File: config.mk
export PLATFORM = sky130hd
export DESIGN_NAME = port_width_adapter
export DESIGN_NICKNAME = d
export VERILOG_FILES = /design/src/rtl/pwa_pkg.sv /design/src/rtl/pwa_swap.sv /design/src/rtl/pwa_framer.sv /design/src/rtl/pwa_wr_pack.sv /design/src/rtl/pwa_rd_unpack.sv /design/src/rtl/port_width_adapter.sv
export SDC_FILE = /design/constraint.sdc
export NUM_CORES = 1
export LEC_CHECK = 0
export ABC_AREA = 1
export BUFFER_PORTS_ARGS = -buffer_cell sky130_fd_sc_hd__buf_2
export CAP_MARGIN = 20
export CORE_UTILIZATION = 50
export CTS_CLUSTER_SIZE = 30
export DETAILED_ROUTE_END_ITERATION = 8
export GPL_TIMING_DRIVEN = 0
export HOLD_SLACK_MARGIN = 0.12
export PLACE_DENSITY = 0.86
export SYNTH_ARGS = -nofsm -noshare
export SYNTH_HDL_FRONTEND = slang
export SYNTH_SLANG_ARGS = --single-unit
File: constraint.sdc
create_clock -name clk -period 3.4 [get_ports clk]
set_clock_uncertainty 0.15 [all_clocks]
set_input_delay 0.68 -clock clk [delete_from_list [all_inputs] [get_ports clk]]
set_output_delay 0.68 -clock clk [all_outputs]
set_load 0.01 [all_outputs]
File: src/rtl/pwa_pkg.sv
package pwa_pkg;
   localparam int LANES = 4;

   typedef enum logic [1:0] {
      SZ_LONG = 2'b00,
      SZ_HALF = 2'b01,
      SZ_BYTE = 2'b10,
      SZ_ALT  = 2'b11
   } size_e;

   typedef enum logic [1:0] {
      SW_NONE   = 2'b00,
      SW_REV    = 2'b01,
      SW_HALVES = 2'b10,
      SW_PAIRS  = 2'b11
   } swap_e;

   typedef struct packed {
      size_e size;
      logic  big;
      swap_e swap;
   } cfg_t;

   // index of the last part of a word for a given width
   function automatic logic [1:0] parts_m1(size_e s);
      case (s)
         SZ_BYTE: return 2'd3;
         SZ_HALF: return 2'd1;
         default: return 2'd0;
      endcase
   endfunction

   // lane index xor mask that realises each reorder mode
   function automatic logic [1:0] lane_mask(swap_e m);
      case (m)
         SW_REV:    return 2'd3;
         SW_HALVES: return 2'd2;
         SW_PAIRS:  return 2'd1;
         default:   return 2'd0;
      endcase
   endfunction
endpackage

File: src/rtl/pwa_swap.sv
module pwa_swap import pwa_pkg::*; #(
   parameter int LANE_W = 9
) (
   input  logic [LANES*LANE_W-1:0] word_in,
   input  swap_e                   mode,
   output logic [LANES*LANE_W-1:0] word_out
);
   logic [LANE_W-1:0] in_l [LANES];
   logic [1:0]        mask;

   assign mask = lane_mask(mode);

   for (genvar g = 0; g < LANES; g++) begin : g_lane
      assign in_l[g] = word_in[g*LANE_W +: LANE_W];
      assign word_out[g*LANE_W +: LANE_W] = in_l[2'(g) ^ mask];
   end
endmodule

File: src/rtl/pwa_framer.sv
module pwa_framer import pwa_pkg::*; (
   input  logic       clk,
   input  logic       rst_n,
   input  logic       en,
   input  cfg_t       cfg_live,
   output cfg_t       cfg_eff,
   output logic [1:0] slot,
   output logic       last
);
   logic [1:0] cnt_q;
   cfg_t       cfg_q;
   logic [1:0] top_idx;

   // live controls apply on the first part, the held copy afterwards
   assign cfg_eff = (cnt_q == 2'd0) ? cfg_live : cfg_q;
   assign top_idx = parts_m1(cfg_eff.size);
   assign last    = (cnt_q == top_idx);
   assign slot    = cfg_eff.big ? (top_idx - cnt_q) : cnt_q;

   always_ff @(posedge clk or negedge rst_n) begin
      if (!rst_n) begin
         cnt_q <= '0;
         cfg_q <= '0;
      end else if (en) begin
         cnt_q <= last ? 2'd0 : 2'(cnt_q + 2'd1);
         if (cnt_q == 2'd0) cfg_q <= cfg_live;
      end
   end

   a_r6_count_bound: assert property (@(posedge clk) disable iff (!rst_n)
      cnt_q <= top_idx);
   a_r6_wrap: assert property (@(posedge clk) disable iff (!rst_n)
      (en && last) |=> (cnt_q == 2'd0));
   a_r6_idle_hold: assert property (@(posedge clk) disable iff (!rst_n)
      !en |=> $stable(cnt_q));
   a_r7_cfg_frozen: assert property (@(posedge clk) disable iff (!rst_n)
      (cnt_q != 2'd0) |-> (cfg_eff == $past(cfg_eff)));
endmodule

File: src/rtl/pwa_wr_pack.sv
module pwa_wr_pack import pwa_pkg::*; #(
   parameter int LANE_W = 9
) (
   input  logic                    clk,
   input  logic                    rst_n,
   input  cfg_t                    cfg_live,
   input  logic                    wr_en,
   input  logic [LANES*LANE_W-1:0] wr_data,
   output logic                    pk_valid,
   output logic [LANES*LANE_W-1:0] pk_word
);
   localparam int WORD_W = LANES*LANE_W;

   cfg_t              cfg_eff;
   logic [1:0]        slot;
   logic              last;
   logic [WORD_W-1:0] asm_q, asm_nxt, asm_sw;

   pwa_framer u_frame (
      .clk(clk), .rst_n(rst_n), .en(wr_en), .cfg_live(cfg_live),
      .cfg_eff(cfg_eff), .slot(slot), .last(last)
   );

   for (genvar g = 0; g < LANES; g++) begin : g_lane
      localparam logic [1:0] GI = 2'(g);
      logic              hit;
      logic [LANE_W-1:0] src;
      always_comb begin
         case (cfg_eff.size)
            SZ_BYTE: begin
               hit = (slot == GI);
               src = wr_data[LANE_W-1:0];
            end
            SZ_HALF: begin
               hit = (slot[0] == GI[1]);
               src = wr_data[(g%2)*LANE_W +: LANE_W];
            end
            default: begin
               hit = 1'b1;
               src = wr_data[g*LANE_W +: LANE_W];
            end
         endcase
      end
      assign asm_nxt[g*LANE_W +: LANE_W] =
         (wr_en && hit) ? src : asm_q[g*LANE_W +: LANE_W];
   end

   pwa_swap #(.LANE_W(LANE_W)) u_swap (
      .word_in(asm_nxt), .mode(cfg_eff.swap), .word_out(asm_sw)
   );

   always_ff @(posedge clk or negedge rst_n) begin
      if (!rst_n) begin
         asm_q    <= '0;
         pk_valid <= 1'b0;
         pk_word  <= '0;
      end else begin
         pk_valid <= wr_en && last;
         if (wr_en) asm_q <= asm_nxt;
         if (wr_en && last) pk_word <= asm_sw;
      end
   end

   a_r6_strobe_source: assert property (@(posedge clk) disable iff (!rst_n)
      pk_valid |-> $past(wr_en));
   a_r6_word_steady: assert property (@(posedge clk) disable iff (!rst_n)
      !pk_valid |-> $stable(pk_word));
endmodule

File: src/rtl/pwa_rd_unpack.sv
module pwa_rd_unpack import pwa_pkg::*; #(
   parameter int LANE_W = 9
) (
   input  logic                    clk,
   input  logic                    rst_n,
   input  cfg_t                    cfg_live,
   input  logic                    rd_en,
   input  logic [LANES*LANE_W-1:0] rd_word,
   output logic [LANES*LANE_W-1:0] rd_data,
   output logic                    rd_next
);
   localparam int WORD_W = LANES*LANE_W;

   cfg_t              cfg_eff;
   logic [1:0]        slot;
   logic              last;
   logic [WORD_W-1:0] rd_sw;
   logic [LANE_W-1:0] sw_l [LANES];

   pwa_framer u_frame (
      .clk(clk), .rst_n(rst_n), .en(rd_en), .cfg_live(cfg_live),
      .cfg_eff(cfg_eff), .slot(slot), .last(last)
   );

   pwa_swap #(.LANE_W(LANE_W)) u_swap (
      .word_in(rd_word), .mode(cfg_eff.swap), .word_out(rd_sw)
   );

   for (genvar g = 0; g < LANES; g++) begin : g_lane
      assign sw_l[g] = rd_sw[g*LANE_W +: LANE_W];
   end

   always_comb begin
      rd_data = '0;
      case (cfg_eff.size)
         SZ_BYTE: rd_data[LANE_W-1:0] = sw_l[slot];
         SZ_HALF: rd_data[2*LANE_W-1:0] =
            {sw_l[{slot[0], 1'b1}], sw_l[{slot[0], 1'b0}]};
         default: rd_data = rd_sw;
      endcase
   end

   assign rd_next = rd_en && last;

   a_r8_byte_upper_zero: assert property (@(posedge clk) disable iff (!rst_n)
      (cfg_eff.size == SZ_BYTE) |-> (rd_data[WORD_W-1:LANE_W] == '0));
   a_r8_half_upper_zero: assert property (@(posedge clk) disable iff (!rst_n)
      (cfg_eff.size == SZ_HALF) |-> (rd_data[WORD_W-1:2*LANE_W] == '0));
endmodule

File: src/rtl/port_width_adapter.sv
module port_width_adapter import pwa_pkg::*; #(
   parameter int LANE_W = 9,
   localparam int WORD_W = LANES*LANE_W
) (
   input  logic              clk,
   input  logic              rst_n,
   input  logic [1:0]        cfg_size,
   input  logic              cfg_big,
   input  logic [1:0]        cfg_swap,
   input  logic              wr_en,
   input  logic [WORD_W-1:0] wr_data,
   output logic              pk_valid,
   output logic [WORD_W-1:0] pk_word,
   input  logic [WORD_W-1:0] rd_word,
   input  logic              rd_en,
   output logic [WORD_W-1:0] rd_data,
   output logic              rd_next
);
   if (LANE_W < 2) begin : g_bad_lane
      $error("port_width_adapter: LANE_W must be at least 2");
   end

   cfg_t cfg_live;
   assign cfg_live.size = size_e'(cfg_size);
   assign cfg_live.big  = cfg_big;
   assign cfg_live.swap = swap_e'(cfg_swap);

   pwa_wr_pack #(.LANE_W(LANE_W)) u_wr (
      .clk(clk), .rst_n(rst_n), .cfg_live(cfg_live),
      .wr_en(wr_en), .wr_data(wr_data),
      .pk_valid(pk_valid), .pk_word(pk_word)
   );

   pwa_rd_unpack #(.LANE_W(LANE_W)) u_rd (
      .clk(clk), .rst_n(rst_n), .cfg_live(cfg_live),
      .rd_en(rd_en), .rd_word(rd_word),
      .rd_data(rd_data), .rd_next(rd_next)
   );

   a_r1_reset_quiet: assert property (@(posedge clk) !rst_n |-> !pk_valid);
endmodule

==> results.txt <==
- In this run, CTS created clock tree buffers numbering 9.
- Setup violations remaining at the end of the flow were counted as 18.
* Maximum count of clock buffers along a single path: 2
* Largest cells by area after synthesis: sky130_fd_sc_hd__dfrtp_1 (32%), sky130_fd_sc_hd__nand3_1 (18%), sky130_fd_sc_hd__nand2_1 (18%)
- The pre-antenna-repair detailed-routing pass consisted of 8 iterations.
- At the end of the flow, the number of nets in the layout was 1391.
* Biggest area consumer among synthesized cells: sky130_fd_sc_hd__dfrtp_1
- Floorplan die area: 14270 um^2
- Crit path DAT: 2.87 ns
- Slack of the worst reg-to-reg path: 0.14 ns
- Share of async-settable or async-resettable flops after synthesis: 100.0%
- In this run the tightest slew margin relative to its limit is 52.02%.
* Final std cell area, no fill: 9092 um^2
* Max Freq: 0.2704 GHz
- The worst hold path terminates at u_wr.pk_word[27].
- In this run the vertical extent of the chip is 119.5 um.
- Cell depth of the worst min-delay path: 2
- Final number of hold-violating endpoints: 0
- The flow ran to the end, but the final reports show violations.
- After global routing the overflow that remains totals 0.
- For this run, design rule violations remaining after detail routing come to 0.
* Sequential-to-total area share from yosys stat: 31.56%
* Total via count after detailed routing: 8676
* Root cell of the clock tree: sky130_fd_sc_hd__clkbuf_16
* H-tree level count: 3
- Of the cells placed in the final design, the portion with a size suffix greater than 1 is 26.63%.
- Synth top cells by count: sky130_fd_sc_hd__nand2_1 (327), sky130_fd_sc_hd__nand3_1 (255), sky130_fd_sc_hd__inv_1 (105)
- At the later pin of the worst-skew pair, clock insertion delay measures 0.35 ns.
* Gp weighted congestion: 0.9663
* Core Footprint: 13350 um^2
- Number of max-cap violations: 0
- The number of global-route vias before repair was 8158.
- Number of flops mapped to enable cells by yosys: 0
- Hold Crit Start: u_wr.pk_word[27]
- Most frequently used cell type in the post-synthesis netlist: sky130_fd_sc_hd__nand2_1
- The worst path in the final design needs a cycle of 3.698 ns, including I/O delays and setup.
* Post-route antenna net violation count: 0
* Worst hold-check path type: flop to flop
- Once the floorplan was initialized, standard cells occupied 51.69% of the core.
* Clock input transition at the sequential cells of the worst setup and hold paths: 0.06 ns
- Synthesized netlist net count: 1204
* Mean Syn Cell Area: 6.188 um^2
* Critical Path Start Type: flop
- 155 I/O pins were placed.
- Counting the fill cells in the layout gives 1139.
* Capture instance of the worst register-to-register path: u_wr.pk_word[28]
- The first global-routing pass estimated 38.34 mm of wire.
- Post-detailed-placement half-perimeter wirelength: 17.02 mm
- The clock drives 87 sinks.
- Counting distinct cell types in the post-synthesis netlist gives 26.
* Detailed Route Iter0 Violations: 1102
- Worst setup margin: -0.2981 ns
- Floorplan row count: 42
* CP endpoint kind: primary output
- The final critical path takes up 108.8% of the cycle.
* Violated checks: negative setup slack
- The synthesized design contains 87 register bits.
- Count of cells along the worst register-to-register path: 19
* Gate count of the mapped netlist: 1115
- FF-to-FF Start: u_wr.u_frame.cnt_q[1]
- Synth-to-layout area growth: 31.79%
* Wire length after detailed routing: 24.57 mm
- Via-per-instance ratio: 5.846
- Yosys printed 0 warnings.
* Total Negative Setup Slacks: -3.453 ns
- Largest fanout on the critical path: 6
- Cell area after synthesis: 6899 um^2
- Unrepaired setup endpoints after global routing: yes
* Required time at the endpoint of the critical path: 2.57 ns
- Number of antenna violations at the first check in global routing: 0
- The worst setup path is of the flop to primary output kind.
* Transition time at the pin with the least slew margin: 0.7197 ns
- The placed instances occupy a cell area of 7928 um^2.
* Share of the synthesized area in the top cell type: 31.56%
- Maximum number of pins on one net before global-route repair: 72
- TritonCTS built the clock tree.
- Total Routing Usage GR: 33.90%
* Most common flop cell mapped by yosys: sky130_fd_sc_hd__dfrtp_1
* Detail-routed net length per standard cell: 16.56 um
* Count of port buffers added during placement: 153
- Pins over their slew limit: 0
- Width of the die: 119.5 um
## cells in the final DEF, fill, tap and decap left out, types with 2 or more instances in the layout
cell type,n
sky130_fd_sc_hd__nand2_1,287
sky130_fd_sc_hd__nand3_1,239
sky130_fd_sc_hd__buf_2,159
sky130_fd_sc_hd__inv_1,97
sky130_fd_sc_hd__dfrtp_1,86
sky130_fd_sc_hd__a21oi_1,54
sky130_fd_sc_hd__nor2_1,52
sky130_fd_sc_hd__and2_1,41
sky130_fd_sc_hd__nand2_2,33
sky130_fd_sc_hd__o21ai_1,31
sky130_fd_sc_hd__o21ai_0,28
sky130_fd_sc_hd__buf_4,21
sky130_fd_sc_hd__clkbuf_1,20
sky130_fd_sc_hd__nand3_2,16
sky130_fd_sc_hd__a21oi_2,15
sky130_fd_sc_hd__nand2_4,14
sky130_fd_sc_hd__buf_6,14
sky130_fd_sc_hd__o21ai_2,10
sky130_fd_sc_hd__clkbuf_16,10
sky130_fd_sc_hd__inv_2,9
sky130_fd_sc_hd__a21boi_0,9
sky130_fd_sc_hd__clkbuf_2,8
sky130_fd_sc_hd__buf_1,7
sky130_fd_sc_hd__o21ai_4,6
sky130_fd_sc_hd__nand2_8,4
sky130_fd_sc_hd__ha_1,4
sky130_fd_sc_hd__xor2_2,3
sky130_fd_sc_hd__inv_4,3
sky130_fd_sc_hd__nor2_2,3
sky130_fd_sc_hd__ha_4,3
sky130_fd_sc_hd__clkbuf_8,2
sky130_fd_sc_hd__bufinv_16,2
## flip-flops by register name, indices dropped and copies added, names as in the netlist
register / cells
u_wr.asm_q: 36
u_wr.u_frame.cnt_q: 2
u_rd.u_frame.cnt_q: 2
u_wr.u_frame.cfg_q: 5
u_rd.u_frame.cfg_q: 5
u_wr.pk_valid: 1
u_wr.pk_word: 36
## timing repair
item | in CTS | in global routing
hold buffers | 1 | 0
gates cloned | 3 | 3
pin swaps | 13 | 19
endpoints found under the hold margin | 16 | 0
resized for setup | 94 | 95
endpoints found under the setup margin | 77 | 82
buffers inserted | 14 | 4
## metal layers
metal / vias up / routed length (um) / global-route usage [%]
met3: 118 / 2880 / 5.939
met5: - / 0 / 0
li1: 4006 / - / -
met2: 586 / 11190 / 53.50
met1: 3966 / 9419 / 44.35
met4: 0 / 1085 / 17.58
## how the worst max path moves through the flow
stage	start	cells after the start	end	slack, ns
3_5_place_dp	u_rd.u_frame.cnt_q[0]	16	rd_data[3]	-0.66
3_3_place_gp	u_rd.u_frame.cnt_q[0]	15	rd_data[3]	-0.55
2_1_floorplan	u_rd.u_frame.cnt_q[0]	16	rd_data[0]	0.01
6_report	u_rd.u_frame.cnt_q[0]	17	rd_data[3]	-0.30
5_1_grt	u_rd.u_frame.cnt_q[0]	17	rd_data[1]	-0.41
4_1_cts	u_rd.u_frame.cnt_q[1]	16	rd_data[5]	-0.23
## per-stage QoR
| step | cells | utilization, % | hold WS (ns) | worst slack, ns |
|---|---|---|---|---|
| detailed placement | 1445 | 59.39 | 0.3116 | -0.6575 |
| floorplan | 1115 | - | 0.2344 | 0.01219 |
| global route | 1483 | 68.10 | 0.3456 | -0.4142 |
| finish | 1484 | 68.12 | 0.3255 | -0.2981 |
| global placement | 1444 | 59.17 | 0.3101 | -0.5547 |
| CTS | 1478 | 65.59 | 0.3293 | -0.2309 |
## area by class of cell
class,instances,area [um^2],share of cell area (%)
Timing Repair Buffer,176,1012,11.13
Multi-Input combinational cell,858,4554,50.09
Buffer,59,374.1,4.114
Sequential cell,87,2178,23.96
Inverter,111,429.2,4.720
Clock inverter,6,92.59,1.018
Tap cell,176,220.2,2.422
Antenna cell,1,2.502,0.02752
Clock buffer,10,229.0,2.518
## critical path: stages, from the launching register on
cell and delay, ns:
sky130_fd_sc_hd__dfrtp_1 0.40, sky130_fd_sc_hd__inv_2 0.09, sky130_fd_sc_hd__ha_4 0.21, sky130_fd_sc_hd__nand2_4 0.07, sky130_fd_sc_hd__o21ai_4 0.08, sky130_fd_sc_hd__inv_2 0.07, sky130_fd_sc_hd__ha_4 0.25, sky130_fd_sc_hd__ha_4 0.28
sky130_fd_sc_hd__nand2_4 0.05, sky130_fd_sc_hd__o21ai_4 0.15, sky130_fd_sc_hd__inv_4 0.10, sky130_fd_sc_hd__buf_4 0.16, sky130_fd_sc_hd__nand2_2 0.07, sky130_fd_sc_hd__nand2_1 0.05, sky130_fd_sc_hd__nand2_1 0.07, sky130_fd_sc_hd__nand3_2 0.08
sky130_fd_sc_hd__a21oi_2 0.18, sky130_fd_sc_hd__buf_2 0.16
## logic make-up (layout without fill, tap and decap cells)
group | Yosys count | count (layout) | share of synthesized area, %
other | 0 | 1 | 0
and+or+nand+nor | 687 | 690 | 43.82
DFF | 87 | 87 | 31.56
adders and majority gates | 8 | 8 | 1.451
xor gates and xnor gates | 5 | 5 | 0.8526
buffers and inverters | 173 | 362 | 10.30
AOI/OAI and AO/OA | 155 | 155 | 12.02
Power is left out: the tool's default activity adds up to more than one toggle a clock period on the data nets, which glitch-free logic cannot reach.
